`src/rtl/bls_pkg.sv`:
```
package bls_pkg;

  localparam int MODE_W = 6;

  typedef enum logic [2:0] {
    ST_START, ST_PARK, ST_AN_REQ, ST_AN_WAIT,
    ST_LT_REQ, ST_LT_WAIT, ST_DAT_REQ, ST_DATA
  } seq_st_t;

  localparam logic [MODE_W-1:0] M_NONE  = 6'b000000;
  localparam logic [MODE_W-1:0] M_AN    = 6'b000001;
  localparam logic [MODE_W-1:0] M_LT    = 6'b000010;
  localparam logic [MODE_W-1:0] M_10G   = 6'b000100;
  localparam logic [MODE_W-1:0] M_GIGE  = 6'b001000;
  localparam logic [MODE_W-1:0] M_FEC   = 6'b100000;

  localparam logic [3:0] FRC_NONE  = 4'b0000;
  localparam logic [3:0] FRC_GIGE  = 4'b0001;
  localparam logic [3:0] FRC_XAUI  = 4'b0010;
  localparam logic [3:0] FRC_10GR  = 4'b0100;
  localparam logic [3:0] FRC_KR    = 4'b0101;
  localparam logic [3:0] FRC_KRFEC = 4'b1100;

  // First phase after the start state.
  function automatic seq_st_t start_target(logic [3:0] frc, logic an_en);
    case (frc)
      FRC_NONE, FRC_KR, FRC_KRFEC: start_target = an_en ? ST_AN_REQ : ST_LT_REQ;
      FRC_GIGE, FRC_10GR:          start_target = ST_DAT_REQ;
      default:                     start_target = ST_PARK;
    endcase
  endfunction

  // Data mode fixed at start for directly forced protocols.
  function automatic logic [MODE_W-1:0] start_data(logic [3:0] frc);
    case (frc)
      FRC_GIGE: start_data = M_GIGE;
      FRC_10GR: start_data = M_10G;
      default:  start_data = M_NONE;
    endcase
  endfunction

  // 10G data flavour after training.
  function automatic logic [MODE_W-1:0] tengig_data(logic [3:0] frc, logic fec_req,
                                                    logic partner_fec);
    if (frc == FRC_KRFEC)
      tengig_data = M_FEC;
    else if (frc == FRC_NONE && fec_req && partner_fec)
      tengig_data = M_FEC;
    else
      tengig_data = M_10G;
  endfunction

  // Where a failed or timed-out training goes.
  function automatic seq_st_t lt_fail_target(logic to_data, logic an_en);
    if (to_data)   lt_fail_target = ST_DAT_REQ;
    else if (an_en) lt_fail_target = ST_AN_REQ;
    else           lt_fail_target = ST_LT_REQ;
  endfunction

  function automatic logic [MODE_W-1:0] mode_of(seq_st_t st, logic [MODE_W-1:0] dm);
    case (st)
      ST_AN_REQ, ST_AN_WAIT: mode_of = M_AN;
      ST_LT_REQ, ST_LT_WAIT: mode_of = M_LT;
      ST_DAT_REQ, ST_DATA:   mode_of = dm;
      default:               mode_of = M_NONE;
    endcase
  endfunction

endpackage

```
`src/rtl/bls_timer.sv`:
```
module bls_timer #(
  parameter int LIMIT = 1000
) (
  input  logic clk,
  input  logic rst_n,
  input  logic run,
  output logic expired
);
  localparam int CW = (LIMIT > 2) ? $clog2(LIMIT) : 1;
  localparam logic [CW-1:0] LAST = CW'(LIMIT - 1);

  logic [CW-1:0] cnt;

  always_ff @(posedge clk) begin
    if (!rst_n || !run) cnt <= '0;
    else if (cnt != LAST) cnt <= cnt + 1'b1;
  end

  assign expired = run && (cnt == LAST);
endmodule

```
`src/rtl/bls_err_pulse.sv`:
```
module bls_err_pulse (
  input  logic clk,
  input  logic rst_n,
  input  logic wr,
  output logic pulse
);
  // The written bit lives for one cycle only, so it clears itself.
  always_ff @(posedge clk) begin
    if (!rst_n) pulse <= 1'b0;
    else        pulse <= wr;
  end
endmodule

```
`src/rtl/bls_fsm.sv`:
```
module bls_fsm
  import bls_pkg::*;
(
  input  logic              clk,
  input  logic              rst_n,
  input  logic              restart,
  input  logic [3:0]        force_code,
  input  logic              an_en,
  input  logic              fec_req,
  input  logic              lt_fail_data,
  input  logic              an_done,
  input  logic              an_res_10g,
  input  logic              an_partner_fec,
  input  logic              lt_done,
  input  logic              lt_fail,
  input  logic              rcfg_done,
  input  logic              an_expired,
  input  logic              lt_expired,
  output seq_st_t           st,
  output logic [MODE_W-1:0] data_mode,
  output logic              an_to,
  output logic              lt_to,
  output logic              an_tmo_evt,
  output logic              lt_tmo_evt,
  output logic              an_start_evt
);
  seq_st_t           nxt;
  logic [MODE_W-1:0] nxt_dm;
  logic [3:0]        sh_force;
  logic              sh_an_en;
  logic              sh_fec_req;
  logic              partner_fec;
  logic              lt_bad;

  // Done wins over an expiring training window.
  assign lt_bad = lt_fail || (lt_expired && !lt_done);

  always_comb begin
    nxt        = st;
    nxt_dm     = data_mode;
    an_tmo_evt = 1'b0;
    lt_tmo_evt = 1'b0;
    if (restart) begin
      nxt = ST_START;
    end else begin
      case (st)
        ST_START: begin
          nxt    = start_target(force_code, an_en);
          nxt_dm = start_data(force_code);
        end
        ST_PARK: nxt = ST_PARK;
        ST_AN_REQ: if (rcfg_done) nxt = ST_AN_WAIT;
        ST_AN_WAIT: begin
          if (an_done) begin
            if (sh_force == FRC_NONE && !an_res_10g) begin
              nxt    = ST_DAT_REQ;
              nxt_dm = M_GIGE;
            end else begin
              nxt = ST_LT_REQ;
            end
          end else if (an_expired) begin
            nxt        = ST_AN_REQ;
            an_tmo_evt = 1'b1;
          end
        end
        ST_LT_REQ: if (rcfg_done) nxt = ST_LT_WAIT;
        ST_LT_WAIT: begin
          if (lt_bad) begin
            nxt        = lt_fail_target(lt_fail_data, sh_an_en);
            nxt_dm     = tengig_data(sh_force, sh_fec_req, partner_fec);
            lt_tmo_evt = !lt_fail;
          end else if (lt_done) begin
            nxt    = ST_DAT_REQ;
            nxt_dm = tengig_data(sh_force, sh_fec_req, partner_fec);
          end
        end
        ST_DAT_REQ: if (rcfg_done) nxt = ST_DATA;
        default: nxt = st;
      endcase
    end
  end

  assign an_start_evt = (nxt == ST_AN_REQ) && ((st == ST_START) || (st == ST_LT_WAIT));

  always_ff @(posedge clk) begin
    if (!rst_n) begin
      st          <= ST_START;
      data_mode   <= M_NONE;
      sh_force    <= FRC_NONE;
      sh_an_en    <= 1'b0;
      sh_fec_req  <= 1'b0;
      partner_fec <= 1'b0;
      an_to       <= 1'b0;
      lt_to       <= 1'b0;
    end else begin
      st        <= nxt;
      data_mode <= nxt_dm;
      if (st == ST_START) begin
        sh_force    <= force_code;
        sh_an_en    <= an_en;
        sh_fec_req  <= fec_req;
        partner_fec <= 1'b0;
      end else if (st == ST_AN_WAIT && an_done && !restart) begin
        partner_fec <= an_partner_fec;
      end
      if (an_start_evt)    an_to <= 1'b0;
      else if (an_tmo_evt) an_to <= 1'b1;
      if (st == ST_START)  lt_to <= 1'b0;
      else if (lt_tmo_evt) lt_to <= 1'b1;
    end
  end
endmodule

```
`src/rtl/bp_link_seq.sv`:
```
module bp_link_seq
  import bls_pkg::*;
#(
  parameter int AN_TMO = 1000,
  parameter int LT_TMO = 800
) (
  input  logic              clk,
  input  logic              rst_n,
  input  logic              cfg_restart,
  input  logic [3:0]        cfg_force,
  input  logic              cfg_an_en,
  input  logic              cfg_fec_req,
  input  logic              cfg_lt_fail_data,
  input  logic              cfg_err_ins,
  input  logic              an_done,
  input  logic              an_res_10g,
  input  logic              an_partner_fec,
  input  logic              lt_done,
  input  logic              lt_fail,
  input  logic              rcfg_done,
  output logic [MODE_W-1:0] rcfg_mode,
  output logic              link_ready,
  output logic              an_timeout,
  output logic              lt_timeout,
  output logic              fec_err_pulse
);
  localparam int NTMR = 2;
  localparam int TMO_LIM [NTMR] = '{AN_TMO, LT_TMO};

  seq_st_t           st;
  logic [MODE_W-1:0] data_mode;
  logic [NTMR-1:0]   tmr_run;
  logic [NTMR-1:0]   tmr_exp;
  logic              an_tmo_evt;
  logic              lt_tmo_evt;
  logic              an_start_evt;
  logic              req_hold;

  assign tmr_run[0] = (st == ST_AN_WAIT);
  assign tmr_run[1] = (st == ST_LT_WAIT);

  for (genvar g = 0; g < NTMR; g++) begin : g_tmr
    bls_timer #(.LIMIT(TMO_LIM[g])) u_tmr (
      .clk     (clk),
      .rst_n   (rst_n),
      .run     (tmr_run[g]),
      .expired (tmr_exp[g])
    );
  end

  bls_fsm u_fsm (
    .clk            (clk),
    .rst_n          (rst_n),
    .restart        (cfg_restart),
    .force_code     (cfg_force),
    .an_en          (cfg_an_en),
    .fec_req        (cfg_fec_req),
    .lt_fail_data   (cfg_lt_fail_data),
    .an_done        (an_done),
    .an_res_10g     (an_res_10g),
    .an_partner_fec (an_partner_fec),
    .lt_done        (lt_done),
    .lt_fail        (lt_fail),
    .rcfg_done      (rcfg_done),
    .an_expired     (tmr_exp[0]),
    .lt_expired     (tmr_exp[1]),
    .st             (st),
    .data_mode      (data_mode),
    .an_to          (an_timeout),
    .lt_to          (lt_timeout),
    .an_tmo_evt     (an_tmo_evt),
    .lt_tmo_evt     (lt_tmo_evt),
    .an_start_evt   (an_start_evt)
  );

  bls_err_pulse u_err (
    .clk   (clk),
    .rst_n (rst_n),
    .wr    (cfg_err_ins),
    .pulse (fec_err_pulse)
  );

  assign rcfg_mode  = mode_of(st, data_mode);
  assign link_ready = (st == ST_DATA);
  assign req_hold   = (st == ST_AN_REQ) || (st == ST_LT_REQ) || (st == ST_DAT_REQ);
endmodule

```
`config.mk`:
```
export PLATFORM = sky130hd
export DESIGN_NAME = bp_link_seq
export DESIGN_NICKNAME = d
export VERILOG_FILES = /design/src/rtl/bls_pkg.sv /design/src/rtl/bls_timer.sv /design/src/rtl/bls_err_pulse.sv /design/src/rtl/bls_fsm.sv /design/src/rtl/bp_link_seq.sv
export SDC_FILE = /design/constraint.sdc
export NUM_CORES = 1
export LEC_CHECK = 0
export ABC_AREA = 1
export BUFFER_PORTS_ARGS = -buffer_cell sky130_fd_sc_hd__buf_2
export CORE_MARGIN = 10
export CORE_UTILIZATION = 50
export DETAILED_ROUTE_END_ITERATION = 7
export GPL_TIMING_DRIVEN = 0
export PLACE_DENSITY = 0.71
export SETUP_SLACK_MARGIN = 0.4
export SLEW_MARGIN = 0
export SYNTH_ARGS = -nofsm -noshare
export SYNTH_HDL_FRONTEND = slang
export SYNTH_SLANG_ARGS = --single-unit
```
`constraint.sdc`:
```
create_clock -name clk -period 4.6 [get_ports clk]
set_input_delay 1.15 -clock clk [delete_from_list [all_inputs] [get_ports clk]]
set_output_delay 1.15 -clock clk [all_outputs]
set_load 0.01 [all_outputs]
```
Yosys cells after proc, flatten, opt, wreduce, memory -nomap -nowiden
Index checks and enable logic that the tools add are counted.
{"block": "op_classes", "n_addsub": 2, "n_eq_ne": 20, "muxes": 30, "bitwise": 2, "n_reduce_logical": 32}
{"cell": "$mux 6", "count": 6}
{"cell": "$pmux 6 s3", "count": 2}
{"cell": "$mux 3", "count": 11}
{"cell": "$pmux 3 s7", "count": 1}
{"cell": "$add 10x1->10 const B", "count": 2}
{"cell": "$eq 10x10->1 const B", "count": 2}
{"cell": "$ne 10x10->1 const B", "count": 2}
{"cell": "$eq 3x3->1 const B", "count": 4}
{"cell": "$reduce_or 2->1", "count": 6}
{"cell": "$eq 3x2->1 const B", "count": 3}
{"cell": "$logic_and 1x1->1", "count": 9}
{"cell": "$eq 4x3->1 const B", "count": 2}
{"cell": "$eq 4x4->1 const B", "count": 2}
{"cell": "$logic_not 4->1", "count": 2}
{"cell": "$pmux 4 s2", "count": 1}
{"cell": "$logic_not 1->1", "count": 7}
{"cell": "$mux 1", "count": 7}
{"cell": "$pmux 3 s2", "count": 1}
{"cell": "$reduce_and 5->1", "count": 1}
{"cell": "$eq 4x1->1 const B", "count": 1}
{"cell": "$logic_or 1x1->1", "count": 4}
{"cell": "$eq 3x1->1 const B", "count": 1}
{"cell": "$logic_not 3->1", "count": 1}
{"cell": "$ne 3x2->1 const B", "count": 1}
{"cell": "other kinds (6)", "count": 7}
{"block": "word_totals", "reg_bits": 39, "inputBits": 17, "wordCells": 97}

Longest topological paths before layout
Gate-level depths: netlist of the first run.
{"block": "logic_depth", "word_depth": 10, "ltp_mapped": 12, "depth_no_buf": 12}

Cells and area by module
From an unflattened synthesis of the first run, not the netlist that was laid out.
{"block": "unflattened", "cells_unflattened": 340, "area_unflattened_um2": 2238.4}
{"module": "bls_fsm", "instances": 1, "cells_per_inst": 140, "area_per_inst_um2": 912.1, "seq_area_each_um2": 300.3}
{"module": "bls_timer at g_tmr[1].u_tmr", "instances": 1, "cells_per_inst": 95, "area_per_inst_um2": 641.9, "seq_area_each_um2": 200.2}
{"module": "bls_timer at g_tmr[0].u_tmr", "instances": 1, "cells_per_inst": 82, "area_per_inst_um2": 576.8, "seq_area_each_um2": 200.2}
{"module": "bp_link_seq", "instances": 1, "cells_per_inst": 20, "area_per_inst_um2": 80.1, "seq_area_each_um2": 0.0}
{"module": "bls_err_pulse", "instances": 1, "cells_per_inst": 3, "area_per_inst_um2": 27.5, "seq_area_each_um2": 20.0}

Worst setup path before layout of the first run
Ideal clock, no wire load.
{"block": "synth_timing", "kind": "input -> register", "from": "input port cfg_force[3]", "to": "register u_fsm.an_to", "setup_ns": 0.117, "t_arrival_ns": 1.865, "setup_slack_ns": 2.618, "path_stages": 11, "n_path_buf": 0, "cell_sequence": "inv_1 > nand2_1 > inv_1 > nand2_1 > nand2_1 > nand2_1 > nand2_1 > nor2_1 > nand4_1 > nor2_1 > nor2_1"}
{"block": "synth_via", "elab_chain_len": 8, "elab_cells_between_ends": 13}
{"element": "from (decl)", "line": "bp_link_seq.sv:10", "rtl": "input logic [3:0] cfg_force,"}
{"element": "$eq 4x3->1, or another cell as far along", "line": "bls_pkg.sv:26", "rtl": "case (frc)"}
{"element": "$reduce_or 3->1 / $reduce_or 2->1 (equally long branches)", "line": "bls_pkg.sv:26"}
{"element": "$pmux 3 s2 *", "line": "bls_pkg.sv:26"}
{"element": "$pmux 3 s7 *", "line": "bls_fsm.sv:46", "rtl": "case (st)"}
{"element": "$mux 3 *", "line": "bls_fsm.sv:43", "rtl": "if (restart) begin"}
{"element": "$eq 3x2->1 *", "line": "bls_fsm.sv:83", "rtl": "assign an_start_evt = (nxt == ST_AN_REQ) && ((st == ST_START) || (st == ST_LT_WAIT));"}
{"element": "$logic_and 1x1->1 *", "line": "bls_fsm.sv:83"}
{"element": "$reduce_or 2->1 (no source line) *"}
{"element": "to (signal assigned)", "line": "bls_fsm.sv:93", "rtl": "an_to <= 1'b0;"}
{"element": "to (signal assigned)", "line": "bls_fsm.sv:106", "rtl": "if (an_start_evt) an_to <= 1'b0;"}
{"element": "to (signal assigned)", "line": "bls_fsm.sv:107", "rtl": "else if (an_tmo_evt) an_to <= 1'b1;"}
{"element": "to (decl)", "line": "bls_fsm.sv:21", "rtl": "output logic an_to,"}
Mark *: on every way between the ends. The rest lies on a longest branch, timed or not.
A chain may end at the register's enable or synchronous reset.

Worst setup path after layout of the first run
{"block": "layout_timing", "from": "register u_fsm.st[1]", "to": "output port link_ready"}
{"block": "layout_via", "elab_chain_len": 1}
{"element": "from (decl)", "line": "bls_fsm.sv:19", "rtl": "output seq_st_t st,"}
{"element": "from (signal assigned)", "line": "bls_fsm.sv:96", "rtl": "st <= nxt;"}
{"element": "$eq 3x3->1", "line": "bp_link_seq.sv:84", "rtl": "assign link_ready = (st == ST_DATA);"}
{"element": "to (decl)", "line": "bp_link_seq.sv:22", "rtl": "output logic link_ready,"}
No other way between the ends.

==> metrics.txt, run 1 <==
final setup fails 0; CP arrival 1.34 ns; Vias between 1500 and 2000; Routed Antenna Nets 0; GPL Wtd Cong 0.940; CP Data Required Time 3.45 ns; Bufs and invs on worst path 1; Clock Tree Buf Depth 2; Yosys top cell by area dfxtp_1; #FFs+latches synth 36; clock skew about 0.0066 ns; Clock transition at path regs 0.07 ns; CP Depth 3; fraction of layout cells with a size suffix above 1 0.199; critical path class reg2out; Avg Inst Size Synth 6.77 sq um; WHS 0.451 ns; worst hold path class reg2reg; routed len/inst 11.6 um; pin count of the biggest net entering global routing 11; top post-synthesis cells by area dfxtp_1 38%, nand2_1 11%, inv_1 7.2%; Unique masters post-synth 31; reg-to-reg slack, setup 2.91 ns; delay-heaviest family, CP flip-flops; 1st-iter DRT viols 105; max_cap viols 0; highest clock rate 402 MHz; post-layout instance area 2190 sq um; Mapped Nets 302; Clock Sinks 36; Die X 81.9 um; Num CTS Buffers 5; io pins 27; postcts setup bufs 0; DR pass1 iterations 4; post-layout util 0.594; drc violations 0; slowest stage cell, crit path dfxtp_1; crit-path cells nand2_1 > nor2_1 > buf_2; RSZ-0062 raised after global routing no; CTS Root Cell clkbuf_8; Post-CTS Hold Buffers 0; Sum Neg Setup Slack 0 ns; Post-CTS Resized 0; die area 6710 sq um; GRT overflow 0; Ys Warns 0; dpl cell area approximately 2100 sq um; Pleak 0.959 nW; Cell Pwr Density 294 nW/um^2; commonest non-fill, non-tap cell in the layout nand2_1; Die H about 80 um; crit start category register; Rows 22; diode count 0; drt total wl around 4200 um; Critical Path Sink Type primary output; H-tree Lvls 2; via/cell ratio 4.95; first-pass GRT wire length around 7000 um; Final HPWL DP 3380 um; Nets 334; GRT Resource Usage Total 0.136; initial core utilization 0.520; max-slew violation count 0; core area 3690 sq um; Yosys top cell area share 0.376; vias in the first global route 1645; CTS tree yes; final period utilization 0.540; initial antenna violation count 0; critical path's largest stage delay between 0.5 and 0.6 ns; R2R depth 10; status finished clean; crit path max fanout 7; Seq/Total Area, Yosys 0.376; cell area after synthesis around 1900 sq um; Tmin final 2.49 ns; most frequent cells in the layout 55 x nand2_1, 37 x nor2_1, 37 x inv_1, 36 x dfxtp_1, 25 x buf_2; Hold Crit Depth 2; number of I/O port buffers 25; worst-skew pair later-pin latency 0.29 ns; Post-Synthesis Cells 283; endpoints failing hold 0; area grow syn2layout 14.4%; total power 644 uW; Peak VDD IR ~0.17 mV
[worst reg2reg max path, delay by kind of cell (launching register included)]
kind / cells / cell delay, ns
simple gates: 9 / 1.00
fa+ha+maj: 1 / 0.20
flops: 1 / 0.39
[report_power, final]
part	switching, mW	internal (mW)	total [mW]
logic	0.0529	0.0312	0.0841
registers	0.00749	0.323	0.330
clock network	0.108	0.122	0.230
[registers in the layout, summed over array words and instances, names as in the netlist]
name               count
u_fsm.st               3
u_err.pulse            1
g_tmr.u_tmr.cnt       20
u_fsm.sh_an_en         1
u_fsm.an_to            1
u_fsm.lt_to            1
u_fsm.data_mode        3
u_fsm.sh_force         4
u_fsm.partner_fec      1
u_fsm.sh_fec_req       1
[synth_stat cells, drive strengths merged]
master / instances
o21bai: 1
conb: 1
nor4: 2
and3: 1
nand3b: 1
nor2: 45
nand2: 60
o21ai: 19
xnor2: 2
a31oi: 2
ha: 2
xor2: 1
dfxtp: 36
o31ai: 1
or2: 3
nand4: 9
nand3: 18
inv: 44
buf: 4
a211oi: 1
nor3: 7
a21oi: 22
o22ai: 1
[layer usage]
metal	share of wire	GRT usage	routed length, um
met2	0.45	0.211	1890
met5	0	0	0
met4	0.011	0.0408	48
met1	0.49	0.174	2070
met3	0.054	0.0459	229
[cell families after synthesis]
family / count (synthesis) / share of synthesized area
AOI/OAI and AO/OA: 47 / 0.131
buffers and inverters: 48 / 0.108
other: 1 / 0.00196
DFF: 36 / 0.376
xor gates and xnor gates: 3 / 0.0137
adders and majority gates: 2 / 0.0131
and+or+nand+nor: 146 / 0.357
[path summary, 6_finish.rpt]
path                              start     endpoint
setup reg to reg  g_tmr[1].u_tmr.cnt[0]  u_fsm.an_to
setup / recovery            u_fsm.st[1]   link_ready
hold reg to reg             u_fsm.lt_to  u_fsm.lt_to
hold / removal              u_fsm.lt_to  u_fsm.lt_to
[area by class of cell]
cell class	instances	area (sq um)
buffer	4	41.3
clock buffer	8	90.1
fill	384	1500
inverter	44	165
multi-input combinational	199	990
sequential	36	721
tap	48	60.1
timing repair buffer	25	125
[stage by stage]
| step | worst slack [ns] | instances |
|---|---|---|
| 3_5_place_dp | 2.33 | 356 |
| 4_1_cts | 2.12 | 364 |
| 6_report | 2.11 | 364 |
| 2_1_floorplan | 2.62 | 283 |
| 3_3_place_gp | 2.32 | 356 |
| 5_1_grt | 2.00 | 364 |
Power figures use the tool's default switching activity.
==> inputs of run 2 (changes only) <==
==> constraint.sdc (replaced) <==
create_clock -name clk -period 2.4 [get_ports clk]
set_input_delay 0.6 -clock clk [delete_from_list [all_inputs] [get_ports clk]]
set_output_delay 0.6 -clock clk [all_outputs]
set_load 0.01 [all_outputs]
==> run 2 against run 1 <==
  * Final cell count is the same
  * Sequential power grew 92%
  * Total power grew 92%
  * Worst setup slack lost 1.5 ns
  * Via count is the same
  * Largest cell class unchanged
==> metrics.txt, run 2 (synthesized netlist as in run 1, its figures left out) <==
max-slew violation count 0 (unchanged); CP arrival 1.20 ns (-0.14 ns); max reg flops 20 (unchanged); slowest stage cell, crit path dfxtp_2; highest clock rate 556 MHz; Sum Neg Setup Slack 0 ns (unchanged); CP Depth 3 (unchanged); status finished clean; Clock Tree Buf Depth 2 (unchanged); GRT Resource Usage Total 0.136 (unchanged); number of I/O port buffers 25 (unchanged); endpoints failing hold 0 (unchanged); Nets 334 (unchanged); DR pass1 iterations 4 (unchanged); delay-heaviest family, CP flip-flops; Critical Path Sink Type primary output; Tmin final between 1.5 and 2 ns; RSZ-0062 raised after global routing no; Vias 1801 (unchanged); Largest regs g_tmr.u_tmr.cnt: 20 flops, u_fsm.sh_force: 4 flops; Die X 81.9 um (unchanged); area grow syn2layout 14.4% (about the same); die area 6710 sq um (unchanged); GRT overflow 0 (unchanged); Final HPWL DP 3380 um (unchanged); final period utilization 0.749; commonest non-fill, non-tap cell in the layout nand2_1; pin count of the biggest net entering global routing 11 (unchanged); Num CTS Buffers 5 (unchanged); routed len/inst 11.6 um (unchanged); Rows 22 (unchanged); Pleak 0.959 nW (about the same); Die H 81.9 um (unchanged); worst-skew pair later-pin latency 0.29 ns (about the same); Post-CTS Hold Buffers 0 (unchanged); fraction of layout cells with a size suffix above 1 0.203 (+0.00316); crit start category register; vias in the first global route 1645 (unchanged); critical path's largest stage delay 0.43 ns (-0.09 ns); CP Data Required Time 1.80 ns (-1.65 ns); most frequent cells in the layout 55 x nand2_1, 37 x nor2_1, 37 x inv_1, 35 x dfxtp_1, 25 x buf_2; Peak VDD IR 0.333 mV (+92%); Clock Sinks 36 (unchanged); initial antenna violation count 0 (unchanged); final setup fails 0 (unchanged); GPL Wtd Cong 0.940 (unchanged); first-pass GRT wire length 7180 um (unchanged); final worst slack 0.602 ns (-1.51 ns); io pins 27 (unchanged); 1st-iter DRT viols 105 (unchanged); drc violations 0 (unchanged); max_cap viols 0 (unchanged); crit-path cells nand2_1 > nor2_1 > buf_2; worst hold path class reg2reg; Routed Antenna Nets 0 (unchanged); Hold Crit Depth 2 (unchanged); Bufs and invs on worst path 1 (unchanged); initial core utilization 0.520 (unchanged); clock skew 0.00655 ns (unchanged); drt total wl 4240 um (unchanged); core area 3690 sq um (unchanged); Biggest register g_tmr.u_tmr.cnt; critical path class reg2out; crit path max fanout 7 (unchanged); CTS tree yes; via/cell ratio 4.95 (unchanged); H-tree Lvls 2 (unchanged); Clock transition at path regs 0.07 ns (about the same); worst slack, placed 0.682 ns (-1.65 ns); R2R depth 10 (unchanged); CTS Root Cell clkbuf_8; Cell Pwr Density 563 nW/um^2 (+92%); diode count 0 (unchanged)
run 2: changes by cell type in the layout (fill, tap and decap cells not counted):
cell,before,now
dfxtp_1,36,35
dfxtp_2,0,1
run 2: worst reg2reg max path, delay by kind of cell (launching register included):
kind | cells | cell delay [ns]
DFF | 1 | 0.39
and+or+nand+nor | 9 | 1.00
adders and majority gates | 1 | 0.20
run 2: power by group:
part | switching, mW | leakage [nW] | internal, mW
Clock | 0.206 | 0.0455 | 0.234
Combinational | 0.101 | 0.621 | 0.0599
Sequential | 0.0144 | 0.293 | 0.619
Total | 0.322 | 0.959 | 0.913
run 2: final cells by class:
type / count / area [sq um]
plain buffers: 4 / 41.3
inverters: 44 / 165
fillers: 383 / 1500
well taps: 48 / 60.1
flip-flops and latches: 36 / 722
multi-input cells: 199 / 990
clock buffers: 8 / 90.1
repair buffers: 25 / 125
run 2: stage by stage:
| stage | hold slack, ns | instance area (sq um) | util | power, mW | std cells |
|---|---|---|---|---|---|
| 3_5_place_dp | 0.444 | 2100 | 0.570 | 0.807 | 356 |
| 3_3_place_gp | 0.435 | 2100 | 0.570 | 0.802 | 356 |
| 6_report | 0.451 | 2190 | 0.595 | 1.23 | 364 |
| 4_1_cts | 0.457 | 2190 | 0.594 | 1.25 | 364 |
| 5_1_grt | 0.478 | 2190 | 0.595 | 1.30 | 364 |
| 2_1_floorplan | 0.427 | 1920 | - | 0.758 | 283 |
run 2: final timing paths:
check,slack [ns],endpoint,startpoint
max,0.60,link_ready,u_fsm.st[1]
max reg2reg,0.71,u_fsm.an_to,g_tmr[1].u_tmr.cnt[0]
min,0.45,u_fsm.lt_to,u_fsm.lt_to
min reg2reg,0.45,u_fsm.lt_to,u_fsm.lt_to
run 2: repair_timing:
action	4_1_cts	5_1_grt
setup buffers	0	0
resized for setup	0	1
setup endpoints to repair	0	3
run 2: metal layers:
layer | vias to the layer above | track usage | share of wire
li1 | 972 | - | -
met1 | 792 | 0.174 | 0.49
met2 | 32 | 0.211 | 0.45
met3 | 5 | 0.0459 | 0.054
met4 | 0 | 0.0408 | 0.011
met5 | - | 0 | 0
